`src/rtl/perm7_counter.sv`:
```
module perm7_counter #(
  parameter logic [2:0] RECOVER_CODE = 3'd0
) (
  input  logic       clk,
  input  logic       clear,
  input  logic       step_en,
  input  logic       force_en,
  input  logic [2:0] force_val,
  output logic [2:0] count
);

  logic [2:0] succ;

  always_comb begin
    unique case (count)
      3'd0:    succ = 3'd3;
      3'd3:    succ = 3'd2;
      3'd2:    succ = 3'd1;
      3'd1:    succ = 3'd5;
      3'd5:    succ = 3'd4;
      3'd4:    succ = 3'd7;
      3'd7:    succ = 3'd0;
      default: succ = RECOVER_CODE;
    endcase
  end

  always_ff @(posedge clk) begin
    if (clear)         count <= 3'd0;
    else if (force_en) count <= force_val;
    else if (step_en)  count <= succ;
  end

endmodule


```
`config.mk`:
```
export PLATFORM = sky130hd
export DESIGN_NAME = perm7_counter
export DESIGN_NICKNAME = d
export VERILOG_FILES = /design/src/rtl/perm7_counter.sv
export SDC_FILE = /design/constraint.sdc
export NUM_CORES = 1
export LEC_CHECK = 0
export BUFFER_PORTS_ARGS = -buffer_cell sky130_fd_sc_hd__buf_2
export CORE_AREA = 10 10 47 49
export CTS_BUF_LIST = sky130_fd_sc_hd__clkbuf_16
export DETAILED_ROUTE_END_ITERATION = 7
export DIE_AREA = 0 0 57 59
export GPL_TIMING_DRIVEN = 0
export SYNTH_ARGS = -nofsm -noshare
export SYNTH_HDL_FRONTEND = slang
export SYNTH_SLANG_ARGS = --single-unit
```
`constraint.sdc`:
```
create_clock -name clk -period 1.4 [get_ports clk]
set_input_delay 0.28 -clock clk [delete_from_list [all_inputs] [get_ports clk]]
set_output_delay 0.28 -clock clk [all_outputs]
set_load 0.02 [all_outputs]
```
==> results of run 1 <==
==> power by group through the flow <==
stage	clock, uW	combinational, uW	sequential, uW
floorplan	0	20.3	110
global placement	0	50.9	103
detailed placement	0	51.5	103
CTS	449	51.6	102
global route	460	57.1	104
finish	443	51.2	102
==> Yosys cell counts, drive strengths merged <==
cell / instances / share of area [%]
mux2i: 1 / 6.1
o211ai: 1 / 4.5
inv: 2 / 4.5
a21oi: 3 / 11
nand3: 1 / 3.0
nor2b: 2 / 7.6
a211o: 1 / 5.3
nor2: 2 / 4.5
dfxtp: 3 / 36
o22ai: 1 / 3.8
a221oi: 1 / 5.3
nand2: 2 / 4.5
o21ai: 1 / 3.0
==> area by class of cell <==
type | instances | area, um2
fillers | 169 | 1090
multi-input cells | 16 | 97.6
inverters | 2 | 7.51
well taps | 16 | 20.0
clock inverters | 1 | 3.75
repair buffers | 9 | 45.0
clock buffers | 3 | 75.1
flip-flops and latches | 3 | 60.1
==> cells by family after synthesis <==
| group | Yosys count | synth area share, % |
|---|---|---|
| buf+inv | 2 | 4.55 |
| flops | 3 | 36.4 |
| mux | 1 | 6.06 |
| compound gates | 8 | 33.3 |
| simple gates | 7 | 19.7 |
==> metal layers <==
metal | vias up | global-route usage [%] | wire (um)
met5 | - | 0 | 0
met4 | 0 | 4.03 | 12
met3 | 2 | 4.94 | 70
met2 | 9 | 4.19 | 197
met1 | 71 | 2.61 | 220
li1 | 101 | - | -
==> through the flow <==
| stage | setup WS (ns) | total power [uW] | std cells | hold WS, ns |
|---|---|---|---|---|
| 3_5_place_dp | 0.402 | 154 | 46 | 0.497 |
| 5_1_grt | 0.227 | 620 | 50 | 0.268 |
| 6_report | 0.272 | 596 | 50 | 0.267 |
| 2_1_floorplan | 0.328 | 130 | 21 | 0.342 |
| 4_1_cts | 0.266 | 602 | 50 | 0.267 |
| 3_3_place_gp | 0.397 | 154 | 46 | 0.497 |
==> path summary, 6_finish.rpt <==
check | to | cells after the start | startpoint
worst max-delay path | count[0] | 1 | count[0]$_SDFFE_PP0P_
worst min-delay path | count[2]$_SDFFE_PP0P_ | 2 | clear
worst max register to register | count[1]$_SDFFE_PP0P_ | 3 | count[0]$_SDFFE_PP0P_
worst min register to register | count[1]$_SDFFE_PP0P_ | 2 | count[1]$_SDFFE_PP0P_
==> reports/results.ini, run 1 <==
[sta]
drv_slew=0
tns_ns=0
rsz0062_at_grt=no
setup_violations=0
fin_skew_ns=0.00142
worst_slew_pin_slew_ns=0.237
hold_viol_final=0
slew_headroom_pct=84.2
fmax_mhz=886
final.min_clock_period_ns=1.13
finalCritPeriodShare_pct=80.6

[final_layout]
num-nets-final=42
drive_above_1_share_pct=38.2
top_regs=count x3
area_growth_pct=87.1
most-common-layout-cells=buf_2, inv_1, clkbuf_16, dfxtp_1
final_common_cell=buf_2
largest_reg_flops=3
stdcell_area_um2=309
antenna_cells=0
fin_util_pct=22.1
top_register=count

[logic_synthesis]
mappedNetlistArea_um2=165
synth-seq-cells=3
avgSynthCellArea_um2=7.86
ys_types=14
syn_nets=28
ys.warnings.count=0
synthCells=21
yosysSeqAreaShare_pct=36.4

[worst_setup_path]
crit_type=reg -> out
cp_top_family=flip-flops
ff2ff_setup_slack_ns=0.40
worstPathRequired_ns=1.12
max_stage_delay_ns=0.42
cp.buffers_inverters=1
critPathMaxFanout=7
crit_arrival_ns=0.85
endpoint_kind=primary output
cpMaxStageDelayCell=dfxtp_1
cp_cell_sequence=buf_2
critPathLaunchType=flop

[clocking]
clock_sinks=3
numCtsBuffers=3
cts_tree=yes
insertion_delay_ns=0.22
post_cts_resize_count=0
cts_root_buf=clkbuf_16
cts_setup_buffers=0
htreeDepth=1
holdBufCountCts=0
clockBufferDepth=2
clk_pin_slew_ns=0.03

[floorplan]
row_count=14
die_area_mm2=0.00336
pin_count=10
die_x_um=57
die_h_um=59
core_mm2=0.00140
initial_utilization_pct=11.8

[power_and_ir_drop]
power-per-cell-area_mw_per_mm2=1930
seq_power_share_pct=17.1
p_switching_uw=111
cell_internal_pwr_uw=484
comb_power_share_pct=8.6
p_clk_share_pct=74.3
max-vdd-ir-drop_v=0.000325
leakage_uw=0.000143
switching_share_pct=18.7

[drt]
drt_pre_antenna_iters=1
drc=0
vias=183
ant_nets=0
wl_um=501
dr.first_iter.drc_count=0
detail_route.vias_per_cell=3.66
post_drt_wl_per_cell_um=10.0

[global_routing]
grt_util_all_layers_pct=3.63
grt_overflow=0
grt_pass1_wl_um=793
antenna_found_initial=0
grt_pass1_vias=180
grt_max_degree=8

[place]
place.gp.congestion=0.774
place_area_um2=230
io_buffers=9

[flow_run]
cap_viol_max_count=0

[hold_path]
hold_class=in -> reg

[outcome]
status=finished clean

(Power assumes the default switching activity.)
==> run 2, diff against run 1 <==
Clock period 1.4 ns to 1.1 ns, I/O delays scaled along.
==> reports/results.ini, run 2 (synthesis gave the netlist of run 1 again) <==
[drt]
wl_um=502  ; was 501 um
ant_nets=0  ; unchanged
dr.first_iter.drc_count=0  ; unchanged
vias=184  ; was 183
drt_pre_antenna_iters=1  ; unchanged
post_drt_wl_per_cell_um=10.0  ; about the same
detail_route.vias_per_cell=3.68  ; was 3.66
drc=0  ; unchanged

[sta]
setup_violations=0  ; unchanged
rsz0062_at_grt=no  ; unchanged
fin_skew_ns=0.00147  ; was 0.00142 ns
fmax_mhz=991
tns_ns=0  ; unchanged
worst_slew_pin_slew_ns=0.237  ; about the same
final.min_clock_period_ns=1.01
slew_headroom_pct=84.2  ; about the same
drv_slew=0  ; unchanged
hold_viol_final=0  ; unchanged
finalCritPeriodShare_pct=91.7
timing.hold.ws_ns=0.207  ; was 0.267 ns

[worst_setup_path]
crit_type=reg -> out  ; unchanged
crit_arrival_ns=0.79  ; was 0.85 ns
max_stage_delay_ns=0.37  ; was 0.42 ns
critPathLaunchType=flop  ; unchanged
endpoint_kind=primary output  ; unchanged
worstPathRequired_ns=0.88  ; was 1.12 ns
cp_top_family=flip-flops  ; unchanged
cpMaxStageDelayCell=dfxtp_1  ; unchanged
critPathMaxFanout=5  ; was 7
ff2ff_setup_slack_ns=0.17  ; was 0.40 ns
cp_cell_sequence=buf_2  ; unchanged
cp.buffers_inverters=1  ; unchanged

[floorplan]
die_x_um=57  ; unchanged
row_count=14  ; unchanged
core_mm2=0.00140  ; unchanged
initial_utilization_pct=11.8  ; unchanged
die_h_um=59  ; unchanged
die_area_mm2=0.00336  ; unchanged
pin_count=10  ; unchanged

[final_layout]
final_common_cell=buf_2  ; unchanged
fill_cells=168  ; was 169
most-common-layout-cells=buf_2, inv_1, clkbuf_16  ; was buf_2, inv_1, clkbuf_16, dfxtp_1
area_growth_pct=87.9  ; was 87.1%
top_regs=count x3  ; unchanged
seq_area_um2=61.3  ; was 60.1 um2
stdcell_count=50  ; unchanged
num-nets-final=42  ; unchanged
top_register=count  ; unchanged
antenna_cells=0  ; unchanged
multi_input_area_um2=97.6  ; unchanged
drive_above_1_share_pct=41.2  ; was 38.2%
largest_reg_flops=3  ; unchanged
fin_util_pct=22.1  ; about the same

[global_routing]
grt_use_met2_pct=4.19  ; unchanged
use_met3_pct=4.29  ; was 4.94%
grt_util_all_layers_pct=3.50  ; was 3.63%
antenna_found_initial=0  ; unchanged
grt_pass1_wl_um=793  ; unchanged
busiest_layer=met3  ; unchanged
grt_pass1_vias=180  ; unchanged
grt_max_degree=8  ; unchanged
grt_overflow=0  ; unchanged
met1_usage_pct=2.61  ; unchanged

[clocking]
clock_sinks=3  ; unchanged
insertion_delay_ns=0.22  ; about the same
clockBufferDepth=2  ; unchanged
clk_pin_slew_ns=0.03  ; about the same
htreeDepth=1  ; unchanged
cts_tree=yes  ; unchanged
cts_root_buf=clkbuf_16  ; unchanged
numCtsBuffers=3  ; unchanged

[power_and_ir_drop]
p_clk_share_pct=74.3  ; about the same
max-vdd-ir-drop_v=0.000414  ; was 0.000325 V
switching_share_pct=18.7  ; about the same
comb_power_share_pct=8.6  ; about the same
seq_power_share_pct=17.1  ; about the same
cell_internal_pwr_uw=617  ; was 484 uW
finalPower_uw=760  ; was 596 uW
leakage_uw=0.000144  ; was 0.000143 uW
power-per-cell-area_mw_per_mm2=2450  ; was 1930 mW/mm2
p_switching_uw=142  ; was 111 uW

[outcome]
status=finished clean  ; unchanged

[hold_path]
hold_class=in -> reg  ; unchanged

[place]
place_inst=46  ; unchanged
io_buffers=9  ; unchanged
place.gp.congestion=0.774  ; unchanged

[flow_run]
cap_viol_max_count=0  ; unchanged

[run 2: cell counts in the layout (fill, tap and decap cells not counted)]
No cell type changed its count.
[run 2: metal layers]
layer / routed length (um) / up-vias
met1: 220 / 71
li1: - / 101
met4: 11 / 0
met5: 0 / -
met2: 197 / 10
met3: 72 / 2
[run 2: per-stage QoR]
step                worst slack, ns  cell area (um2)
global route                 0.0493              310
floorplan                    0.0283              165
global placement             0.0972              230
CTS                          0.0262              309
finish                       0.0910              310
detailed placement            0.102              230
[run 2: area by class of cell]
type | count | area share [%]
Inverter | 2 | 2.42
Sequential cell | 3 | 19.8
Tap cell | 16 | 6.45
Clock buffer | 3 | 24.2
Timing Repair Buffer | 9 | 14.5
Clock inverter | 1 | 1.21
Multi-Input combinational cell | 16 | 31.5
[run 2: power by group through the flow]
stage,combinational [uW],sequential (uW),clock [uW]
after floorplan,25.9,140,0
after global routing,72.8,132,580
after detailed placement,65.6,131,0
final,65.2,130,564
after CTS,65.7,129,571
after global placement,64.8,131,0
[run 2: final timing paths]
path,start,end,cells after the start
max,count[2]$_SDFFE_PP0P_,count[2],1
min,clear,count[2]$_SDFFE_PP0P_,2
max reg2reg,count[0]$_SDFFE_PP0P_,count[1]$_SDFFE_PP0P_,3
min reg2reg,count[1]$_SDFFE_PP0P_,count[1]$_SDFFE_PP0P_,2
[run 2: repair_timing]
item,4_1_cts,5_1_grt
setup buffers,0,0
resized for setup,0,1
endpoints found under the setup margin,0,1
hold buffers,0,0
==> run 3, diff against run 2 <==
Settings changed: BUFFER_PORTS_ARGS -buffer_cell sky130_fd_sc_hd__buf_2 to -buffer_cell sky130_fd_sc_hd__clkbuf_2, CTS_CLUSTER_SIZE set to 14, REMOVE_ABC_BUFFERS set to 1.
==> reports/results.ini, run 3 (synthesis gave the netlist of run 1 again) <==
[outcome]
status=finished clean  ; unchanged

[sta]
worst_slew_pin_slew_ns=0.230  ; was 0.237 ns
slew_headroom_pct=84.7  ; was 84.2%
fmax_mhz=980  ; was 991 MHz
tns_ns=0  ; unchanged
setup_violations=0  ; unchanged
hold_viol_final=0  ; unchanged
fin_skew_ns=0.00116  ; was 0.00147 ns
finalCritPeriodShare_pct=92.8  ; was 91.7%
drv_slew=0  ; unchanged
final.min_clock_period_ns=1.02  ; was 1.01 ns
fin_ws_ns=0.0797  ; was 0.0910 ns
rsz0062_at_grt=no  ; unchanged

[worst_setup_path]
critPathMaxFanout=5  ; unchanged
cp_cell_sequence=clkbuf_2  ; was buf_2
cp.buffers_inverters=1  ; unchanged
cp_top_family=flip-flops  ; unchanged
crit_type=reg -> out  ; unchanged
worstPathRequired_ns=0.88  ; about the same
cpMaxStageDelayCell=dfxtp_1  ; unchanged
critPathLaunchType=flop  ; unchanged
endpoint_kind=primary output  ; unchanged
crit_arrival_ns=0.80  ; was 0.79 ns
max_stage_delay_ns=0.38  ; was 0.37 ns

[power_and_ir_drop]
max-vdd-ir-drop_v=0.000447  ; was 0.000414 V
leakage_uw=0.000144  ; about the same
power-per-cell-area_mw_per_mm2=2450  ; about the same

[place]
pre_cts_slack_ns=0.0867  ; was 0.102 ns
place.gp.congestion=0.764  ; was 0.774
place_area_um2=230  ; unchanged
io_buffers=9  ; unchanged

[final_layout]
area_growth_pct=87.9  ; unchanged
num-nets-final=42  ; unchanged
seq_area_um2=61.3  ; unchanged
largest_reg_flops=3  ; unchanged
most-common-layout-cells=clkbuf_2, inv_1, clkbuf_16  ; was buf_2, inv_1, clkbuf_16
top_regs=count x3  ; unchanged
stdcell_area_um2=310  ; unchanged
drive_above_1_share_pct=41.2  ; unchanged
final_common_cell=clkbuf_2  ; was buf_2
fill_cells=169  ; was 168
multi_input_area_um2=97.6  ; unchanged
antenna_cells=0  ; unchanged
fin_util_pct=22.1  ; unchanged
top_register=count  ; unchanged

[floorplan]
core_mm2=0.00140  ; unchanged
die_x_um=57  ; unchanged
die_area_mm2=0.00336  ; unchanged
die_h_um=59  ; unchanged
initial_utilization_pct=11.8  ; unchanged
row_count=14  ; unchanged
pin_count=10  ; unchanged

[drt]
detail_route.vias_per_cell=3.90  ; was 3.68
drt_pre_antenna_iters=4  ; was 1
post_drt_wl_per_cell_um=9.94  ; was 10.0 um
vias=195  ; was 184
drc=0  ; unchanged
wl_um=497  ; was 502 um
ant_nets=0  ; unchanged
dr.first_iter.drc_count=3  ; was 0

[clocking]
cts_tree=yes  ; unchanged
clk_pin_slew_ns=0.03  ; about the same
holdBufCountCts=0  ; unchanged
clockBufferDepth=2  ; unchanged
clock_sinks=3  ; unchanged
post_cts_resize_count=0  ; unchanged
cts_setup_buffers=0  ; unchanged
numCtsBuffers=3  ; unchanged
htreeDepth=1  ; unchanged
insertion_delay_ns=0.22  ; about the same
cts_root_buf=clkbuf_16  ; unchanged

[global_routing]
grt_max_degree=8  ; unchanged
grt_pass1_vias=185  ; was 180
antenna_found_initial=0  ; unchanged
grt_overflow=0  ; unchanged
grt_util_all_layers_pct=3.71  ; was 3.50%
grt_pass1_wl_um=821  ; was 793 um

[flow_run]
cap_viol_max_count=0  ; unchanged

[hold_path]
hold_class=in -> reg  ; unchanged

==> run 3: changes by cell type in the layout (fill, tap and decap cells not counted) <==
| cell | before | now |
|---|---|---|
| buf_2 | 9 | 0 |
| clkbuf_2 | 0 | 9 |
==> run 3: final timing paths <==
| check | from | to | slack (ns) | depth (start not counted) |
|---|---|---|---|---|
| max | count[1]$_SDFFE_PP0P_ | count[1] | 0.08 | 1 |
| min | clear | count[2]$_SDFFE_PP0P_ | 0.21 | 2 |
| max reg2reg | count[0]$_SDFFE_PP0P_ | count[1]$_SDFFE_PP0P_ | 0.18 | 3 |
| min reg2reg | count[1]$_SDFFE_PP0P_ | count[1]$_SDFFE_PP0P_ | 0.54 | 2 |
==> run 3: area by class of cell <==
class / instances / share of cell area, %
inverter: 2 / 2.42
timing repair buffer: 9 / 14.5
sequential: 3 / 19.8
clock buffer: 3 / 24.2
clock inverter: 1 / 1.21
multi-input combinational: 16 / 31.5
tap: 16 / 6.45
==> run 3: report_power, final <==
group	internal, uW	total (uW)	switching (uW)
Sequential	119	131	11.5
Combinational	29.6	64.4	34.7
Clock	468	566	97.5
Total	617	761	144
==> run 3: routing by layer <==
| layer | global-route usage (%) | vias to the layer above | wire [um] |
|---|---|---|---|
| met5 | 0 | - | 0 |
| met2 | 4.19 | 12 | 209 |
| met1 | 2.73 | 78 | 180 |
| met4 | 5.03 | 0 | 20 |
| li1 | - | 103 | - |
| met3 | 4.51 | 2 | 86 |
==> run 3: worst register-to-register path, cell delays in order, from the launching register on <==
cell,delay [ns]
dfxtp_2,0.37
nor2b_1,0.14
o21ai_0,0.07
a221oi_1,0.25
==> run 3: metrics by stage <==
stage	instances	hold slack [ns]	power, uW
floorplan	21	0.282	166
global placement	46	0.443	196
detailed placement	46	0.443	197
CTS	50	0.210	770
global route	50	0.214	794
finish	50	0.206	761
